`src/rtl/tod_pkg.sv`:
```
package tod_pkg;
  // Word select on the register port
  typedef enum logic [1:0] {
    SEL_TLO  = 2'd0,
    SEL_THI  = 2'd1,
    SEL_TRIM = 2'd2,
    SEL_CTRL = 2'd3
  } tod_sel_e;
endpackage

```
`src/rtl/tod_regfile.sv`:
```
module tod_regfile
  import tod_pkg::*;
#(
  parameter int DATA_W = 32,
  parameter int NS_W   = 40
) (
  input  logic              clk,
  input  logic              rst,
  input  logic              reg_wr,
  input  logic [1:0]        reg_addr,
  input  logic [DATA_W-1:0] reg_wdata,
  output logic [DATA_W-1:0] trim_word,
  output logic              halt,
  output logic              load_en,
  output logic [NS_W-1:0]   load_val
);
  localparam int HI_W = NS_W - DATA_W;

  tod_sel_e          sel;
  logic [DATA_W-1:0] lo_hold;

  assign sel      = tod_sel_e'(reg_addr);
  assign load_en  = reg_wr && (sel == SEL_THI);
  assign load_val = {reg_wdata[HI_W-1:0], lo_hold};

  always_ff @(posedge clk) begin
    if (rst) begin
      lo_hold   <= '0;
      trim_word <= '0;
      halt      <= 1'b1;
    end else if (reg_wr) begin
      case (sel)
        SEL_TLO:  lo_hold   <= reg_wdata;
        SEL_TRIM: trim_word <= reg_wdata;
        SEL_CTRL: halt      <= reg_wdata[DATA_W-1];
        default:  ;
      endcase
    end
  end

  // a control write sets the halt state to the written top bit
  assert_ctrl_halt_R2: assert property (@(posedge clk) disable iff (rst)
    (reg_wr && sel == SEL_CTRL) |=> (halt == $past(reg_wdata[DATA_W-1])));
endmodule

```
`src/rtl/tod_core.sv`:
```
module tod_core #(
  parameter int NS_W    = 40,
  parameter int FRAC_W  = 32,
  parameter int DATA_W  = 32,
  parameter int STEP_NS = 8
) (
  input  logic              clk,
  input  logic              rst,
  input  logic              tick,
  input  logic              halt,
  input  logic [DATA_W-1:0] trim_word,
  input  logic              load_en,
  input  logic [NS_W-1:0]   load_val,
  output logic [NS_W-1:0]   ns_q
);
  localparam int MAG_W = DATA_W - 1;
  localparam int PAD_W = FRAC_W + 1 - MAG_W;
  localparam logic [NS_W-1:0] STEP_NOM = NS_W'(STEP_NS);
  localparam logic [NS_W-1:0] STEP_UP  = NS_W'(STEP_NS + 1);
  localparam logic [NS_W-1:0] STEP_DN  = NS_W'(STEP_NS - 1);

  logic [NS_W-1:0]   ns_r;
  logic [FRAC_W-1:0] frac_r;
  logic [FRAC_W:0]   mag_ext;
  logic [FRAC_W:0]   frac_sum;
  logic              trim_neg;
  logic              frac_cy;
  logic [NS_W-1:0]   ns_step;
  logic              advance;

  assign trim_neg = trim_word[DATA_W-1];
  assign mag_ext  = {{PAD_W{1'b0}}, trim_word[MAG_W-1:0]};
  assign advance  = tick && !halt && !load_en;

  always_comb begin
    if (trim_neg) frac_sum = {1'b0, frac_r} - mag_ext;
    else          frac_sum = {1'b0, frac_r} + mag_ext;
    frac_cy = frac_sum[FRAC_W];
    if (!frac_cy)      ns_step = STEP_NOM;
    else if (trim_neg) ns_step = STEP_DN;
    else               ns_step = STEP_UP;
  end

  always_ff @(posedge clk) begin
    if (rst) begin
      ns_r   <= '0;
      frac_r <= '0;
    end else if (load_en) begin
      ns_r   <= load_val;
      frac_r <= '0;
    end else if (advance) begin
      ns_r   <= ns_r + ns_step;
      frac_r <= frac_sum[FRAC_W-1:0];
    end
  end

  assign ns_q = ns_r;

  // halted and not loading, the count holds
  assert_halt_freeze_R2: assert property (@(posedge clk) disable iff (rst)
    (halt && !load_en) |=> $stable(ns_r));

  // without tick or load, the count holds
  assert_idle_hold_R3: assert property (@(posedge clk) disable iff (rst)
    (!tick && !load_en) |=> $stable(ns_r));

  // a counted tick moves the time by one step, give or take one
  assert_step_bound_R3: assert property (@(posedge clk) disable iff (rst)
    advance |=> ((ns_r - $past(ns_r)) == STEP_NOM ||
                 (ns_r - $past(ns_r)) == STEP_UP  ||
                 (ns_r - $past(ns_r)) == STEP_DN));

  // a positive correction never shortens a step
  assert_pos_no_short_R4: assert property (@(posedge clk) disable iff (rst)
    (advance && !trim_neg) |=> ((ns_r - $past(ns_r)) != STEP_DN));

  // a negative correction never lengthens a step
  assert_neg_no_long_R5: assert property (@(posedge clk) disable iff (rst)
    (advance && trim_neg) |=> ((ns_r - $past(ns_r)) != STEP_UP));

  // a load lands exactly, whatever the tick did
  assert_load_exact_R9: assert property (@(posedge clk) disable iff (rst)
    load_en |=> (ns_r == $past(load_val)));
endmodule

```
`src/rtl/tod_rdport.sv`:
```
module tod_rdport
  import tod_pkg::*;
#(
  parameter int DATA_W = 32,
  parameter int NS_W   = 40
) (
  input  logic              clk,
  input  logic              rst,
  input  logic              reg_rd,
  input  logic [1:0]        reg_addr,
  input  logic [NS_W-1:0]   ns_q,
  input  logic [DATA_W-1:0] trim_word,
  input  logic              halt,
  output logic [DATA_W-1:0] reg_rdata,
  output logic              rd_valid
);
  localparam int HI_W  = NS_W - DATA_W;
  localparam int PAD_W = DATA_W - HI_W;

  tod_sel_e        sel;
  logic [HI_W-1:0] snap_hi;

  assign sel = tod_sel_e'(reg_addr);

  always_ff @(posedge clk) begin
    if (rst) begin
      reg_rdata <= '0;
      rd_valid  <= 1'b0;
      snap_hi   <= '0;
    end else begin
      rd_valid <= reg_rd;
      if (reg_rd) begin
        case (sel)
          SEL_TLO: begin
            reg_rdata <= ns_q[DATA_W-1:0];
            snap_hi   <= ns_q[NS_W-1:DATA_W];
          end
          SEL_THI:  reg_rdata <= {{PAD_W{1'b0}}, snap_hi};
          SEL_TRIM: reg_rdata <= trim_word;
          SEL_CTRL: reg_rdata <= {halt, {(DATA_W-1){1'b0}}};
          default:  ;
        endcase
      end
    end
  end

  // valid follows a request by one cycle
  assert_valid_follows_R10: assert property (@(posedge clk) disable iff (rst)
    reg_rd |=> rd_valid);
  assert_valid_quiet_R10: assert property (@(posedge clk) disable iff (rst)
    !reg_rd |=> !rd_valid);

  // reserved high bits read as zero
  assert_hi_reserved_R7: assert property (@(posedge clk) disable iff (rst)
    (reg_rd && sel == SEL_THI) |=> (reg_rdata[DATA_W-1:HI_W] == '0));

  // a high read right after a low read shows the time of the low read
  assert_snap_coherent_R7: assert property (@(posedge clk) disable iff (rst)
    (reg_rd && sel == SEL_THI && $past(reg_rd && sel == SEL_TLO))
      |=> (reg_rdata[HI_W-1:0] == $past(ns_q[NS_W-1:DATA_W], 2)));
endmodule

```
`src/rtl/tod_frac_counter.sv`:
```
module tod_frac_counter #(
  parameter int NS_W    = 40,
  parameter int FRAC_W  = 32,
  parameter int DATA_W  = 32,
  parameter int STEP_NS = 8
) (
  input  logic              clk,
  input  logic              rst,
  input  logic              tick,
  input  logic              reg_wr,
  input  logic              reg_rd,
  input  logic [1:0]        reg_addr,
  input  logic [DATA_W-1:0] reg_wdata,
  output logic [DATA_W-1:0] reg_rdata,
  output logic              rd_valid,
  output logic [NS_W-1:0]   time_ns
);
  logic [DATA_W-1:0] trim_word;
  logic              halt;
  logic              load_en;
  logic [NS_W-1:0]   load_val;
  logic [NS_W-1:0]   ns_q;

  tod_regfile #(.DATA_W(DATA_W), .NS_W(NS_W)) u_regs (
    .clk(clk), .rst(rst), .reg_wr(reg_wr), .reg_addr(reg_addr),
    .reg_wdata(reg_wdata), .trim_word(trim_word), .halt(halt),
    .load_en(load_en), .load_val(load_val)
  );

  tod_core #(.NS_W(NS_W), .FRAC_W(FRAC_W), .DATA_W(DATA_W), .STEP_NS(STEP_NS)) u_core (
    .clk(clk), .rst(rst), .tick(tick), .halt(halt), .trim_word(trim_word),
    .load_en(load_en), .load_val(load_val), .ns_q(ns_q)
  );

  tod_rdport #(.DATA_W(DATA_W), .NS_W(NS_W)) u_rd (
    .clk(clk), .rst(rst), .reg_rd(reg_rd), .reg_addr(reg_addr), .ns_q(ns_q),
    .trim_word(trim_word), .halt(halt), .reg_rdata(reg_rdata), .rd_valid(rd_valid)
  );

  assign time_ns = ns_q;
endmodule

```
`config.mk`:
```
export PLATFORM = sky130hd
export DESIGN_NAME = tod_frac_counter
export DESIGN_NICKNAME = d
export VERILOG_FILES = /design/src/rtl/tod_pkg.sv /design/src/rtl/tod_regfile.sv /design/src/rtl/tod_core.sv /design/src/rtl/tod_rdport.sv /design/src/rtl/tod_frac_counter.sv
export SDC_FILE = /design/constraint.sdc
export NUM_CORES = 1
export LEC_CHECK = 0
export BUFFER_PORTS_ARGS = -buffer_cell sky130_fd_sc_hd__buf_2
export CAP_MARGIN = 25
export CORE_MARGIN = 4
export CORE_UTILIZATION = 53
export DETAILED_ROUTE_END_ITERATION = 12
export PLACE_DENSITY = 0.76
export SETUP_SLACK_MARGIN = 0.05
export SYNTH_ARGS = -nofsm -noshare
export SYNTH_HDL_FRONTEND = slang
export SYNTH_SLANG_ARGS = --single-unit
```
`constraint.sdc`:
```
create_clock -name clk -period 4.35 [get_ports clk]
set_clock_uncertainty 0.05 [all_clocks]
set_input_delay 0.2175 -clock clk [delete_from_list [all_inputs] [get_ports clk]]
set_output_delay 0.2175 -clock clk [all_outputs]
set_load 0.1 [all_outputs]
```
## Yosys cells after proc, flatten, opt, wreduce, memory -nomap -nowiden

Index checks and enable logic that the tools add are counted.

- Logic and storage cells: 32
- Register bits: 178
- Input port bits: 39

- $add $sub $neg: 3
- Reduce and logical (&&, ||, !) cells: 12
- Muxes and demuxes: 6
- Equal/unequal tests: 3

Operator list:

| kind | number |
|---|---|
| $pmux 32 s4 | 1 |
| $mux 40 | 3 |
| $add 40x40->40 | 1 |
| $add 32x31->33 | 1 |
| $mux 33 | 1 |
| $sub 32x31->33 | 1 |
| $reduce_and 2->1 | 4 |
| $eq 2x2->1 const B | 2 |
| $mux 4 | 1 |
| $logic_and 1x1->1 | 3 |
| $eq 2x1->1 const B | 1 |
| $logic_not 1->1 | 2 |
| $logic_not 2->1 | 1 |
| $reduce_bool 2->1 | 1 |
| $reduce_or 2->1 | 1 |

## Longest topological paths before layout

- Depth after elaboration: 6
- Mapped depth: 25
- Depth with buffers taken out: 23

## By module

From an unflattened synthesis, not the netlist that was laid out.

- Cells, all modules: 1239
- Area total of the unflattened synthesis: 10563.9 µm²

Modules (own cells, without submodules):

| module | area an instance (µm²) | cells an instance | instances | sequential area each (µm²) |
|---|---|---|---|---|
| tod_core | 5883.1 | 784 | 1 | 1441.4 |
| tod_regfile | 2790.2 | 259 | 1 | 1301.2 |
| tod_rdport | 1890.6 | 196 | 1 | 820.8 |

## Worst setup path after synthesis

Ideal clock, no wire load.

- Path type: flip-flop to flip-flop
- Start point: reg u_regs.trim_word[2]
- End point: reg u_core.ns_r[34] (netlist: u_core.ns_q[34])
- Cell stages (with the launch flop): 25
- Data required time: 4.214 ns
- Data arrival time: 4.569 ns
- Setup time: 0.086 ns
- Period minus slack after synthesis: 4.704 ns
- Path slack: -0.354 ns
- Path buffers: 1
- Path through: dfxtp_1 > nor3_1 > nand2_1 > nor3_1 > and2_0 > nand2_1 > nor4_1 > nor2_1 > xnor2_1 > ha_1 > a21oi_1 > o211a_1 > o31ai_1 > and2_1 > nor2_4 > nand2_1 > xnor2_1 > ha_1 > ha_1 > o211ai_2 > a221oi_4 > buf_6 > nand4_2 > xor2_1 > a211oi_1

- Word-level cells in the longest chain between the ends: 6

RTL lines:

| what | line | source |
|---|---|---|
| start, declared | tod_regfile.sv:12 | `output logic [DATA_W-1:0] trim_word,` |
| start signal, assigned | tod_regfile.sv:34 | `SEL_TRIM: trim_word <= reg_wdata;` |
| $add 32x31->33 / $sub 32x31->33 (equally long branches) | tod_core.sv:37, tod_core.sv:36 |  |
| $mux 33 * | tod_core.sv:36 | `if (trim_neg) frac_sum = {1'b0, frac_r} - mag_ext;` |
| $mux 40 * | tod_core.sv:39 | `if (!frac_cy) ns_step = STEP_NOM;` |
| $add 40x40->40 * | tod_core.sv:52 | `ns_r <= ns_r + ns_step;` |
| $mux 40 * | tod_core.sv:51 | `end else if (advance) begin` |
| $mux 40 * | tod_core.sv:48 | `end else if (load_en) begin` |
| end signal, assigned | tod_core.sv:49 | `ns_r <= load_val;` |
| end signal, assigned | tod_core.sv:52 |  |
| end, declared | tod_core.sv:22 | `logic [NS_W-1:0] ns_r;` |

Every way passes the cells marked *; elsewhere a longest branch is shown, timed or not. The select of a mux whose other input is x is not followed.
A chain may end at the register's enable or synchronous reset.

## Worst setup path after layout

- Start point: reg u_regs.trim_word[2]
- End point: reg u_core.ns_r[22] (netlist: u_core.ns_q[22])

Same word-level chain as after synthesis.

==> results.yml <==
setup_path:
  reg2reg_slack_ns: -0.30
  reg2reg_from: "u_regs.trim_word[2]"
  endpoint: "u_core.ns_q[22]"
  crit_slowest_cell: "a221oi_4"
  crit_type: "reg -> reg"
  max_stage_delay_ns: 0.38
  path_max_fanout: 7
  r2r_end: "u_core.ns_q[22]"
  crit_cells: 25
  crit_path_end_kind: "flip-flop"
  worst_ep_arrival_time_ns: 4.95
  startpoint: "u_regs.trim_word[2]"
  reg2reg_depth: 25
  cp.required_ns: 4.65
  critPathTopFamily: "simple AND/OR/NAND/NOR gates"
  start_kind: "flip-flop"
  worst-path-buf-inv: 2
run_status:
  run_status: "finished with violations"
  violations: "negative setup slack"
synthesis:
  syn_inst: 1246
  synth_nets: 1322
  syn_area_per_cell_sq_um: 7.713
  yosys.cell_types.count: 68
  synth-seq-cells: 178
  netlist_area_sq_mm: 0.009610
  synth_ff_type: "dfxtp_1"
  synth_edf_count: 0
  synth_warnings: 0
  synthArstFlopShare_pct: 0
  seq_area_frac_synth_pct: 37.08
hold_path:
  worstHoldPathType: "in -> reg"
sta:
  tightest_slew_ns: 1.028
  maxSlewViolCount: 0
  finalSetupViolCount: 38
  timing.final.crit_share_pct: 106.9
  rsz0062_at_grt: "yes"
  fmax_mhz: 215.1
  finalHoldViolCount: 0
  setup_ws_ns: -0.2995
  holdWs_ns: 0.0002437
  relSlewSlack_pct: 31.17
  min_period_ns: 4.649
  finalSetupTns_ns: -8.107
floorplan:
  die-area_sq_mm: 0.02035
  core_sq_mm: 0.01754
  die-height_um: 142.7
  dieWidth_um: 142.7
  ios: 112
  num_rows: 48
  start_util_pct: 54.80
place:
  place_inst: 1618
  gp_congestion: 0.9818
  portBuffers: 111
  dpl-instance-area_sq_mm: 0.01109
  hpwl_um: 20750
clock_network:
  cts_tree: "done"
  clockBufferDepth: 2
  cts_root_buf: "clkbuf_16"
  numCtsBuffers: 17
  htreeDepth: 4
  path_clk_slew_ns: 0.07
  insertion_delay_ns: 0.44
  cts_sinks: 178
power_and_ir_drop:
  pwr-share-clk_pct: 34.5
  p_int_mw: 2.993
  peakVddDrop_v: 0.0003061
  power_mw: 4.512
  seq_power_share_pct: 38.5
  combPwrFrac_pct: 27.0
  p_sw_share_pct: 33.66
  leakage_nw: 5.251
  switching_power_mw: 1.519
  powerDensity_mw_per_mm2: 362.0
cells_and_area:
  diodes: 0
  areaGrowthSynthToFinish_pct: 29.71
  design_area_sq_mm: 0.01247
  final_cells: 1698
  nNetsFinal: 1536
  layout-drive-gt1-share_pct: 25.12
drt:
  remaining_drc_errors: 0
  drt-total-wl_um: 30850
  dr_total_vias: 10015
  via_per_inst: 5.898
  drt-initial-drc-count: 882
  first_pass_iters: 7
  avgRoutedWirePerCell_um: 18.17
  ant_nets: 0
grt:
  grt_pass1_wl_um: 48200
  track_usage_pct: 29.19
  grt_max_degree: 79
  grt_pass1_vias: 9379
  overflow: 0
  grt_antenna_before_repair: 0
run:
  maxCapViolations: 0
layer usage:
layer | up-vias | part of all wire [%] | track usage (%)
li1 | 4743 | - | -
met1 | 4708 | 41 | 39.69
met2 | 488 | 47 | 47.28
met3 | 76 | 8.6 | 4.823
met4 | 0 | 3.0 | 9.905
met5 | - | 0 | 0
how the worst min path moves through the flow:
stage	startpoint	to	slack (ns)	cells after the start
floorplan	rst	u_rd.rd_valid	0.25	1
global placement	u_core.frac_r[26]	u_core.frac_r[26]	0.39	2
detailed placement	u_regs.lo_hold[1]	u_regs.lo_hold[1]	0.40	2
CTS	reg_wdata[10]	u_regs.trim_word[10]	0.0001	3
global route	reg_wdata[14]	u_regs.lo_hold[14]	0.005	3
finish	reg_wdata[14]	u_regs.lo_hold[14]	0.0002	3
placed cells by master, fill, tap and decap left out, types with 11 or more instances in the layout:
master	count
a211oi_1	36
a21o_1	13
a21oi_1	162
and3_1	16
buf_2	110
buf_4	133
buf_6	11
clkbuf_16	17
dfxtp_1	174
dlygate4sd3_1	18
ha_1	33
inv_1	18
mux2i_1	13
nand2_1	247
nand3_1	21
nand4_1	11
nor2_1	102
nor2b_1	27
o21ai_0	48
or3_1	11
xnor2_1	45
xor2_1	35
worst register-to-register path, stage by stage, from the launching register on:
cell and delay [ns]:
dfxtp_2 0.34, nor3_4 0.21, nand2_2 0.11, nor3_4 0.24, and2_4 0.22, nand2_4 0.06, nor4_4 0.20, nor2_1 0.10
xnor2_1 0.13, ha_1 0.37, nand3_2 0.12, nor3_4 0.29, nand3_2 0.15, a21oi_4 0.20, nor2_4 0.07, nand2_2 0.07
xnor2_2 0.12, ha_4 0.19, ha_4 0.16, o211ai_4 0.08, a221oi_4 0.38, buf_6 0.18, buf_4 0.11, nand3_2 0.05
xor2_1 0.16, a211oi_1 0.21
kinds of logic after synthesis:
kind of cell / count (synthesis) / share of synthesized area (%)
and+or+nand+nor: 507 / 23.94
AOI/OAI and AO/OA: 330 / 20.99
DFF: 178 / 37.08
buffers and inverters: 96 / 3.971
xor gates and xnor gates: 84 / 7.655
adders and majority gates: 37 / 4.895
muxes: 14 / 1.471
registers in the layout, summed over array words and instances, names as in the netlist:
signal and count:
u_core.frac_r 32, u_core.ns_q 40, u_rd.rd_valid 1, u_rd.reg_rdata 32, u_rd.snap_hi 8, u_regs.halt 1, u_regs.lo_hold 32, u_regs.trim_word 32
cells in the mapped netlist, types with 22 or more instances:
cell,count,area [sq um]
nand2_1,251,942.2
dfxtp_1,178,3563
a21oi_1,167,835.8
nor2_1,104,390.4
clkbuf_1,63,236.5
o21ai_0,54,270.3
xnor2_1,48,420.4
a211oi_1,40,300.3
ha_1,36,450.4
xor2_1,36,315.3
nor2b_1,28,175.2
nand3_1,25,125.1
and3_1,22,137.6
final cells by class:
class | count | area, sq um
multi-input cells | 972 | 6083
flip-flops and latches | 178 | 3568
clock inverters | 13 | 148.9
repair buffers | 273 | 1873
well taps | 225 | 281.5
clock buffers | 19 | 442.9
fillers | 1299 | 5071
inverters | 18 | 67.56
power by group through the flow:
stage,logic [mW],registers [mW],clock network [mW]
after CTS,1.14,1.73,1.55
after detailed placement,1.08,1.77,0
after global routing,1.29,1.74,1.62
final,1.22,1.74,1.56
after floorplan,0.552,1.94,0
after global placement,1.06,1.77,0
timing repair:
item,4_1_cts,5_1_grt
gates cloned,1,0
resized for setup,41,38
endpoints found under the setup margin,37,40
pin swaps,52,55
buffers inserted,11,20
hold endpoints to repair,30,1
hold buffers,17,1
metrics by stage:
step                utilization [%]  setup slack, ns
finish                        71.08          -0.2995
floorplan                         -         -0.08361
detailed placement            63.25          -0.3238
global placement              63.25          -0.2022
CTS                           69.09          -0.2744
global route                  71.08          -0.5464
(Power assumes the default switching activity.)
